===== src/rtl/pswl_pkg.sv =====
package pswl_pkg;
    typedef enum logic [1:0] {
        ST_IDLE    = 2'd0,
        ST_SWALLOW = 2'd1,
        ST_MAIN    = 2'd2
    } frame_state_t;
endpackage


===== src/rtl/pswl_cfg_guard.sv =====
module pswl_cfg_guard #(
    parameter int B_W   = 11,
    parameter int A_W   = 7,
    parameter int B_MIN = 3,
    parameter int DEF_B = 3
) (
    input  logic           clk,
    input  logic           rst_n,
    input  logic           load,
    input  logic [B_W-1:0] cfg_b,
    input  logic [A_W-1:0] cfg_a,
    input  logic           cfg_p128,
    output logic           cfg_bad,
    output logic [B_W-1:0] sel_b,
    output logic [A_W-1:0] sel_a,
    output logic           held_p
);
    localparam int A_LO_W = A_W - 1;
    localparam int PAD_W  = B_W - A_W;

    logic [A_W-1:0] a_eff;
    logic [B_W-1:0] a_ext;
    logic [B_W-1:0] held_b;
    logic [A_W-1:0] held_a;

    // Effective swallow count: the top bit only counts in 128/129 mode.
    always_comb begin
        if (cfg_p128) a_eff = cfg_a;
        else          a_eff = {1'b0, cfg_a[A_LO_W-1:0]};
        a_ext   = {{PAD_W{1'b0}}, a_eff};
        cfg_bad = (cfg_b < B_W'(B_MIN)) || (cfg_b < a_ext);
    end

    // An illegal request falls back to the setting in force.
    assign sel_b = cfg_bad ? held_b : cfg_b;
    assign sel_a = cfg_bad ? held_a : a_eff;

    always_ff @(posedge clk or negedge rst_n) begin
        if (!rst_n) begin
            held_b <= B_W'(DEF_B);
            held_a <= '0;
            held_p <= 1'b0;
        end else if (load) begin
            held_b <= sel_b;
            held_a <= sel_a;
            if (!cfg_bad) held_p <= cfg_p128;
        end
    end

    AST_HELD_LEGAL: assert property (@(posedge clk) disable iff (!rst_n)
        (held_b >= B_W'(B_MIN)) && (held_b >= {{PAD_W{1'b0}}, held_a}));

    AST_HOLD_ON_BAD: assert property (@(posedge clk) disable iff (!rst_n)
        (load && cfg_bad) |=> ($stable(held_b) && $stable(held_a) && $stable(held_p)));
endmodule


===== src/rtl/pswl_down_cnt.sv =====
module pswl_down_cnt #(
    parameter int W = 11
) (
    input  logic         clk,
    input  logic         rst_n,
    input  logic         load,
    input  logic [W-1:0] load_val,
    input  logic         dec,
    output logic [W-1:0] cnt,
    output logic         at_one
);
    always_ff @(posedge clk or negedge rst_n) begin
        if (!rst_n)                  cnt <= '0;
        else if (load)               cnt <= load_val;
        else if (dec && cnt != '0)   cnt <= cnt - 1'b1;
    end

    assign at_one = (cnt == W'(1));
endmodule


===== src/rtl/pswl_fsm.sv =====
module pswl_fsm
    import pswl_pkg::*;
(
    input  logic         clk,
    input  logic         rst_n,
    input  logic         b_at_one,
    input  logic         a_at_one,
    input  logic         a_load_zero,
    output logic         load,
    output logic         a_dec,
    output logic         b_dec,
    output logic         mod_hi,
    output logic         div_pulse,
    output frame_state_t state
);
    frame_state_t nxt;
    frame_state_t restart;

    assign load    = (state == ST_IDLE) || b_at_one;
    assign restart = a_load_zero ? ST_MAIN : ST_SWALLOW;

    always_comb begin
        nxt = state;
        unique case (state)
            ST_IDLE:    nxt = restart;
            ST_SWALLOW: begin
                if (b_at_one)      nxt = restart;
                else if (a_at_one) nxt = ST_MAIN;
                else               nxt = ST_SWALLOW;
            end
            ST_MAIN:    nxt = b_at_one ? restart : ST_MAIN;
            default:    nxt = ST_IDLE;
        endcase
    end

    // State register
    always_ff @(posedge clk or negedge rst_n) begin
        if (!rst_n) state <= ST_IDLE;
        else        state <= nxt;
    end

    // Output register
    always_ff @(posedge clk or negedge rst_n) begin
        if (!rst_n) div_pulse <= 1'b0;
        else        div_pulse <= load;
    end

    assign mod_hi = (state == ST_SWALLOW);
    assign a_dec  = (state == ST_SWALLOW) && !load;
    assign b_dec  = !load;

    AST_PULSE_SINGLE: assert property (@(posedge clk) disable iff (!rst_n)
        div_pulse |=> !div_pulse);

    AST_NO_REARM: assert property (@(posedge clk) disable iff (!rst_n)
        (state == ST_MAIN && !load) |=> !mod_hi);

    AST_PULSE_MATCHES_START: assert property (@(posedge clk) disable iff (!rst_n)
        load |=> div_pulse);
endmodule


===== src/rtl/pulse_swallow_div.sv =====
module pulse_swallow_div
    import pswl_pkg::*;
#(
    parameter int B_W   = 11,
    parameter int A_W   = 7,
    parameter int B_MIN = 3
) (
    input  logic           clk,
    input  logic           rst_n,
    input  logic [B_W-1:0] cfg_b,
    input  logic [A_W-1:0] cfg_a,
    input  logic           cfg_p128,
    output logic           mod_hi,
    output logic           p_sel,
    output logic           div_pulse,
    output logic           cfg_bad
);
    localparam int PAD_W = B_W - A_W;

    logic           load, a_dec, b_dec, a_at_one, b_at_one;
    logic [B_W-1:0] sel_b, b_cnt;
    logic [A_W-1:0] sel_a, a_cnt;
    frame_state_t   state;

    pswl_cfg_guard #(.B_W(B_W), .A_W(A_W), .B_MIN(B_MIN), .DEF_B(B_MIN)) u_guard (
        .clk(clk), .rst_n(rst_n), .load(load),
        .cfg_b(cfg_b), .cfg_a(cfg_a), .cfg_p128(cfg_p128),
        .cfg_bad(cfg_bad), .sel_b(sel_b), .sel_a(sel_a), .held_p(p_sel)
    );

    pswl_down_cnt #(.W(B_W)) u_main_cnt (
        .clk(clk), .rst_n(rst_n), .load(load), .load_val(sel_b),
        .dec(b_dec), .cnt(b_cnt), .at_one(b_at_one)
    );

    pswl_down_cnt #(.W(A_W)) u_swallow_cnt (
        .clk(clk), .rst_n(rst_n), .load(load), .load_val(sel_a),
        .dec(a_dec), .cnt(a_cnt), .at_one(a_at_one)
    );

    pswl_fsm u_fsm (
        .clk(clk), .rst_n(rst_n),
        .b_at_one(b_at_one), .a_at_one(a_at_one), .a_load_zero(sel_a == '0),
        .load(load), .a_dec(a_dec), .b_dec(b_dec),
        .mod_hi(mod_hi), .div_pulse(div_pulse), .state(state)
    );

    AST_SWALLOW_WITHIN_MAIN: assert property (@(posedge clk) disable iff (!rst_n)
        (state != ST_IDLE) |-> ({{PAD_W{1'b0}}, a_cnt} <= b_cnt));

    AST_PSEL_AT_FRAME: assert property (@(posedge clk) disable iff (!rst_n)
        !load |=> $stable(p_sel));

    AST_FRAME_MIN_LEN: assert property (@(posedge clk) disable iff (!rst_n)
        load |=> (b_cnt >= B_W'(B_MIN)));
endmodule


===== config.mk =====
export PLATFORM = sky130hd
export DESIGN_NAME = pulse_swallow_div
export DESIGN_NICKNAME = d
export VERILOG_FILES = /design/src/rtl/pswl_pkg.sv /design/src/rtl/pswl_cfg_guard.sv /design/src/rtl/pswl_down_cnt.sv /design/src/rtl/pswl_fsm.sv /design/src/rtl/pulse_swallow_div.sv
export SDC_FILE = /design/constraint.sdc
export NUM_CORES = 1
export LEC_CHECK = 0
export ABC_AREA = 1
export BUFFER_PORTS_ARGS = -buffer_cell sky130_fd_sc_hd__clkbuf_2
export CAP_MARGIN = 40
export CORE_MARGIN = 3
export CORE_UTILIZATION = 50
export CTS_CLUSTER_DIAMETER = 100
export CTS_CLUSTER_SIZE = 30
export DETAILED_ROUTE_END_ITERATION = 12
export PLACE_DENSITY = 0.71
export SLEW_MARGIN = 25
export SYNTH_ARGS = -nofsm -noshare
export SYNTH_HDL_FRONTEND = slang
export SYNTH_HIERARCHICAL = 1
export SYNTH_SLANG_ARGS = --single-unit
export TNS_END_PERCENT = 50

===== constraint.sdc =====
create_clock -name clk -period 5 [get_ports clk]
set_input_delay 1 -clock clk [delete_from_list [all_inputs] [get_ports clk]]
set_output_delay 1 -clock clk [all_outputs]
set_load 0.02 [all_outputs]

==> impl.org <==
** Critical path
- Data on the critical path is required at its endpoint by 4.00 ns.
- Number of buffer and inverter stages on the critical path :: 3
- The worst setup path is launched from an input pin.
- Slowest stage cell on the critical path :: sky130_fd_sc_hd__nand2_4
- Kind of cell adding the most delay to the critical path :: simple AND/OR/NAND/NOR gates
- Critical-path cell list :: clkbuf_2 -> nand2_1 -> ha_1 -> nand2_1 -> inv_1 -> nand2_1 -> nand2_1 -> nor2_1 -> nand2_4 -> nand2_4 -> clkbuf_2
- Data arrives at the worst endpoint at 2.66 ns.
- The critical path in this run is classified as input pin to primary output.
- The largest single stage delay on the critical path is 0.34 ns.
- Most frequent CP cell :: sky130_fd_sc_hd__nand2_1
- Crit Path Max Fanout :: 28
- STA classifies the critical path endpoint as a primary output.

** Clocking
- Maximum clock insertion buffer count :: 2
- Post-CTS timing repair inserted 0 buffers for setup.
- The clock drives 40 sinks.
- Root Driver :: sky130_fd_sc_hd__clkbuf_8
- In this run, post-CTS repair resized a total of 0 instances.
- TritonCTS clock tree :: done
- In this run the number of H-tree levels came out at 2.
- Number of CTS-inserted buffers :: 5
- Clock latency on the worst-skew pair, taken at its later pin, is 0.29 ns.
- Clock-pin slew was measured on the worst setup and hold paths at 0.08 ns.
- Number of hold buffers added after CTS :: 0

** Timing
- Post-layout min period :: 3.66 ns
- Final period util :: 0.731
- Slack of the critical path :: 1.34 ns
- Timing-limited maximum frequency :: 274 MHz
- Setup Skew :: 0.00610 ns
- The number of max-slew violations in the final report was 0.
- Hold Fails Final Rpt :: 0
- Setup repair after global routing left no endpoint under its margin.
- Worst slew margin :: 0.479
- Worst Max-Slew Pin Slew :: 0.775 ns
- In the final timing run, aggregate negative setup slack is 0 ns.
- Setup violations remaining at the end of the flow were counted as 0.

** Final layout
- Final net count :: 454
- The repair_antennas step left the layout with diodes totalling 0.
- Multi-input combinational cell area :: 1680 um2
- The filler cells instantiated in the layout total 558.
- In the final layout, the share of cells above drive strength 1 is 0.208.
- Area growth from synthesis to layout :: 7.67%
- Reg area :: 1000 um2
- Leaving out filler cells and counting taps, the final layout contains 495.

** Logic synthesis
- The average instance in the mapped netlist occupies 7.26 um2.
- The share of synthesized area in the top cell type comes to 0.326.
- Most instantiated flip-flop cell in the synthesis netlist :: sky130_fd_sc_hd__dfrtp_1
- Async set or reset register ratio after synthesis :: 1.00
- Net count after synthesis :: 434
- The share of the Yosys chip area taken by registers is 0.344.
- Summing every instance area after synthesis gives 2920 um2.
- Number of flops mapped to enable cells by yosys :: 0
- By area the synthesized netlist is led by sky130_fd_sc_hd__dfrtp_1 (33%), sky130_fd_sc_hd__nand2_1 (21%), sky130_fd_sc_hd__ha_1 (4.7%).
- Gate count after technology mapping :: 402
- Synthesis inferred 40 register bits.
- After synthesis, the netlist uses 34 different library cells.
- Number of synthesis warnings :: 6
- Library cell with the largest summed area after synthesis :: sky130_fd_sc_hd__dfrtp_1

** Die
- Number of top-level design ports :: 25
- Placement row count :: 27
- Starting utilization of the core area :: 0.524
- From left edge to right edge, the die measures 82.4 um.
- Floorplan Core Area :: 5570 um2
- Die Footprint :: 6790 um2
- Chip Height :: 82.4 um

** Route
- In the routed design, unresolved DRC markers number 0.
- Via density per instance :: 5.16
- Detailed route wirelength on metal2 :: 2940 um
- Wire per inst :: 12.5 um
- The detailed router finished its first iteration with 154 violations.
- The first TritonRoute pass finished after 4 iterations.
- Number of nets still failing antenna checks after routing :: 0
- After detailed routing, the total wire length is 6190 um.
- The detailed router put a total of 2940 um of wire on met1.
- Met3 wirelength from detailed routing :: 222 um
- After detailed routing, no signal wire sits above met4.
- The routed layout has 2,552 vias.

** Global routing
- The total overflow left after global routing is 0.
- The first global-routing pass estimated 10,500 um of wire.
- Number of antenna violations at the first check in global routing :: 0
- All-layer global routing usage :: 0.199
- Entering global routing, the biggest net connects 41 pins.
- Number of global-route vias before repair :: 2,325

** Place
- Port buffering added 24 buffers.
- Final weighted congestion in routability-driven placement :: 0.833
- Cell count after placement :: 487
- Detailed-placement wirelength estimate :: 4530 um
- Prior to clock tree synthesis, the placed netlist has a worst setup slack of 1.34 ns.

** Status
- The run finished with clean final reports.

** Power
- Power density over the cells :: 539 nW/um2
- Max rail drop VDD :: 0.267 mV
- For this design the static power due to leakage is 0.00165 uW.

** Min path
- Path category of the worst min-delay check :: register to register

** Job
- Max-cap violations in this run came to 0.
[path summary, 6_finish.rpt]
check	startpoint	end	slack, ns	depth (start not counted)
setup reg to reg	u_main_cnt/cnt[1]	u_guard/held_a[4]	2.00	12
setup / recovery	cfg_p128	cfg_bad	1.34	11
hold reg to reg	u_guard/held_b[0]	u_guard/held_b[0]	0.46	2
hold / removal	u_guard/held_b[0]	u_guard/held_b[0]	0.46	2
max in group asynchronous	rst_n	u_swallow_cnt/cnt[6]	3.90	1
min in group asynchronous	rst_n	u_main_cnt/cnt[7]	0.71	1
[metal layers]
metal / track usage / vias to the layer above
met4: 0.0565 / 0
li1: - / 1323
met1: 0.265 / 1175
met5: 0 / -
met3: 0.0401 / 8
met2: 0.327 / 46
[per-stage QoR]
| step | hold slack, ns | power [uW] | area (um2) | utilization |
|---|---|---|---|---|
| global placement | 0.452 | 1450 | 3050 | 0.547 |
| global route | 0.489 | 1850 | 3140 | 0.564 |
| CTS | 0.469 | 1700 | 3140 | 0.564 |
| floorplan | 0.442 | 1310 | 2920 | - |
| finish | 0.465 | 1690 | 3140 | 0.564 |
| detailed placement | 0.456 | 1470 | 3050 | 0.547 |
[state kept, by name, indices dropped and copies added, names as in the netlist]
| signal | cells |
|---|---|
| u_guard/held_p | 1 |
| u_fsm/state | 2 |
| u_swallow_cnt/cnt | 7 |
| u_guard/held_b | 11 |
| u_fsm/div_pulse | 1 |
| u_main_cnt/cnt | 11 |
| u_guard/held_a | 7 |
[report_power, final]
| part | total (uW) | leakage (uW) | switching (uW) | internal [uW] |
|---|---|---|---|---|
| sequential | 614 | 0.000487 | 125 | 489 |
| combinational | 857 | 0.00112 | 539 | 318 |
| clock | 224 | 0.0000510 | 114 | 110 |
[layout make-up]
| cell class | instances | share of cell area |
|---|---|---|
| Sequential cell | 40 | 0.319 |
| Clock buffer | 6 | 0.0263 |
| Inverter | 36 | 0.0481 |
| Tap cell | 72 | 0.0287 |
| Multi-Input combinational cell | 314 | 0.533 |
| Clock inverter | 2 | 0.00318 |
| Timing Repair Buffer | 25 | 0.0414 |
[layout by cell type (no fill, tap or decap), types with 2 or more instances in the layout]
master,count
sky130_fd_sc_hd__nand3_1,26
sky130_fd_sc_hd__nand3b_1,2
sky130_fd_sc_hd__dfrtp_1,38
sky130_fd_sc_hd__a21oi_1,4
sky130_fd_sc_hd__nor3_1,2
sky130_fd_sc_hd__nand3_2,3
sky130_fd_sc_hd__inv_1,29
sky130_fd_sc_hd__clkinv_2,2
sky130_fd_sc_hd__nor2_2,2
sky130_fd_sc_hd__nor2_4,4
sky130_fd_sc_hd__nand2_1,160
sky130_fd_sc_hd__nand2_2,9
sky130_fd_sc_hd__o21ai_0,8
sky130_fd_sc_hd__nand2_4,7
sky130_fd_sc_hd__xor2_1,2
sky130_fd_sc_hd__dfstp_2,2
sky130_fd_sc_hd__o21bai_1,2
sky130_fd_sc_hd__or2_2,3
sky130_fd_sc_hd__clkbuf_2,23
sky130_fd_sc_hd__xnor2_1,3
sky130_fd_sc_hd__clkbuf_8,6
sky130_fd_sc_hd__nand4_1,22
sky130_fd_sc_hd__nor2_1,25
sky130_fd_sc_hd__ha_1,11
sky130_fd_sc_hd__inv_2,5
sky130_fd_sc_hd__o21ai_2,15
[cells by family after synthesis]
| family | share of synthesized area |
|---|---|
| compound gates | 0.0763 |
| xor+xnor | 0.0150 |
| simple gates | 0.436 |
| buf+inv | 0.0823 |
| fa+ha+maj | 0.0471 |
| flops | 0.344 |
[synthesized netlist by cell type, drive strengths merged (3+ instances only)]
| cell type | instances |
|---|---|
| or2 | 3 |
| dfrtp | 38 |
| o21ai | 23 |
| nand3 | 30 |
| xnor2 | 3 |
| buf | 10 |
| nand4 | 22 |
| a21oi | 5 |
| nor2 | 31 |
| ha | 11 |
| inv | 35 |
| nand2 | 177 |
[worst min-delay path, delay by kind of cell, from the launching register on]
family / cells / cell delay [ns]
and+or+nand+nor: 2 / 0.09
DFF: 1 / 0.37
Note: power is estimated with default switching activity, not from simulation.
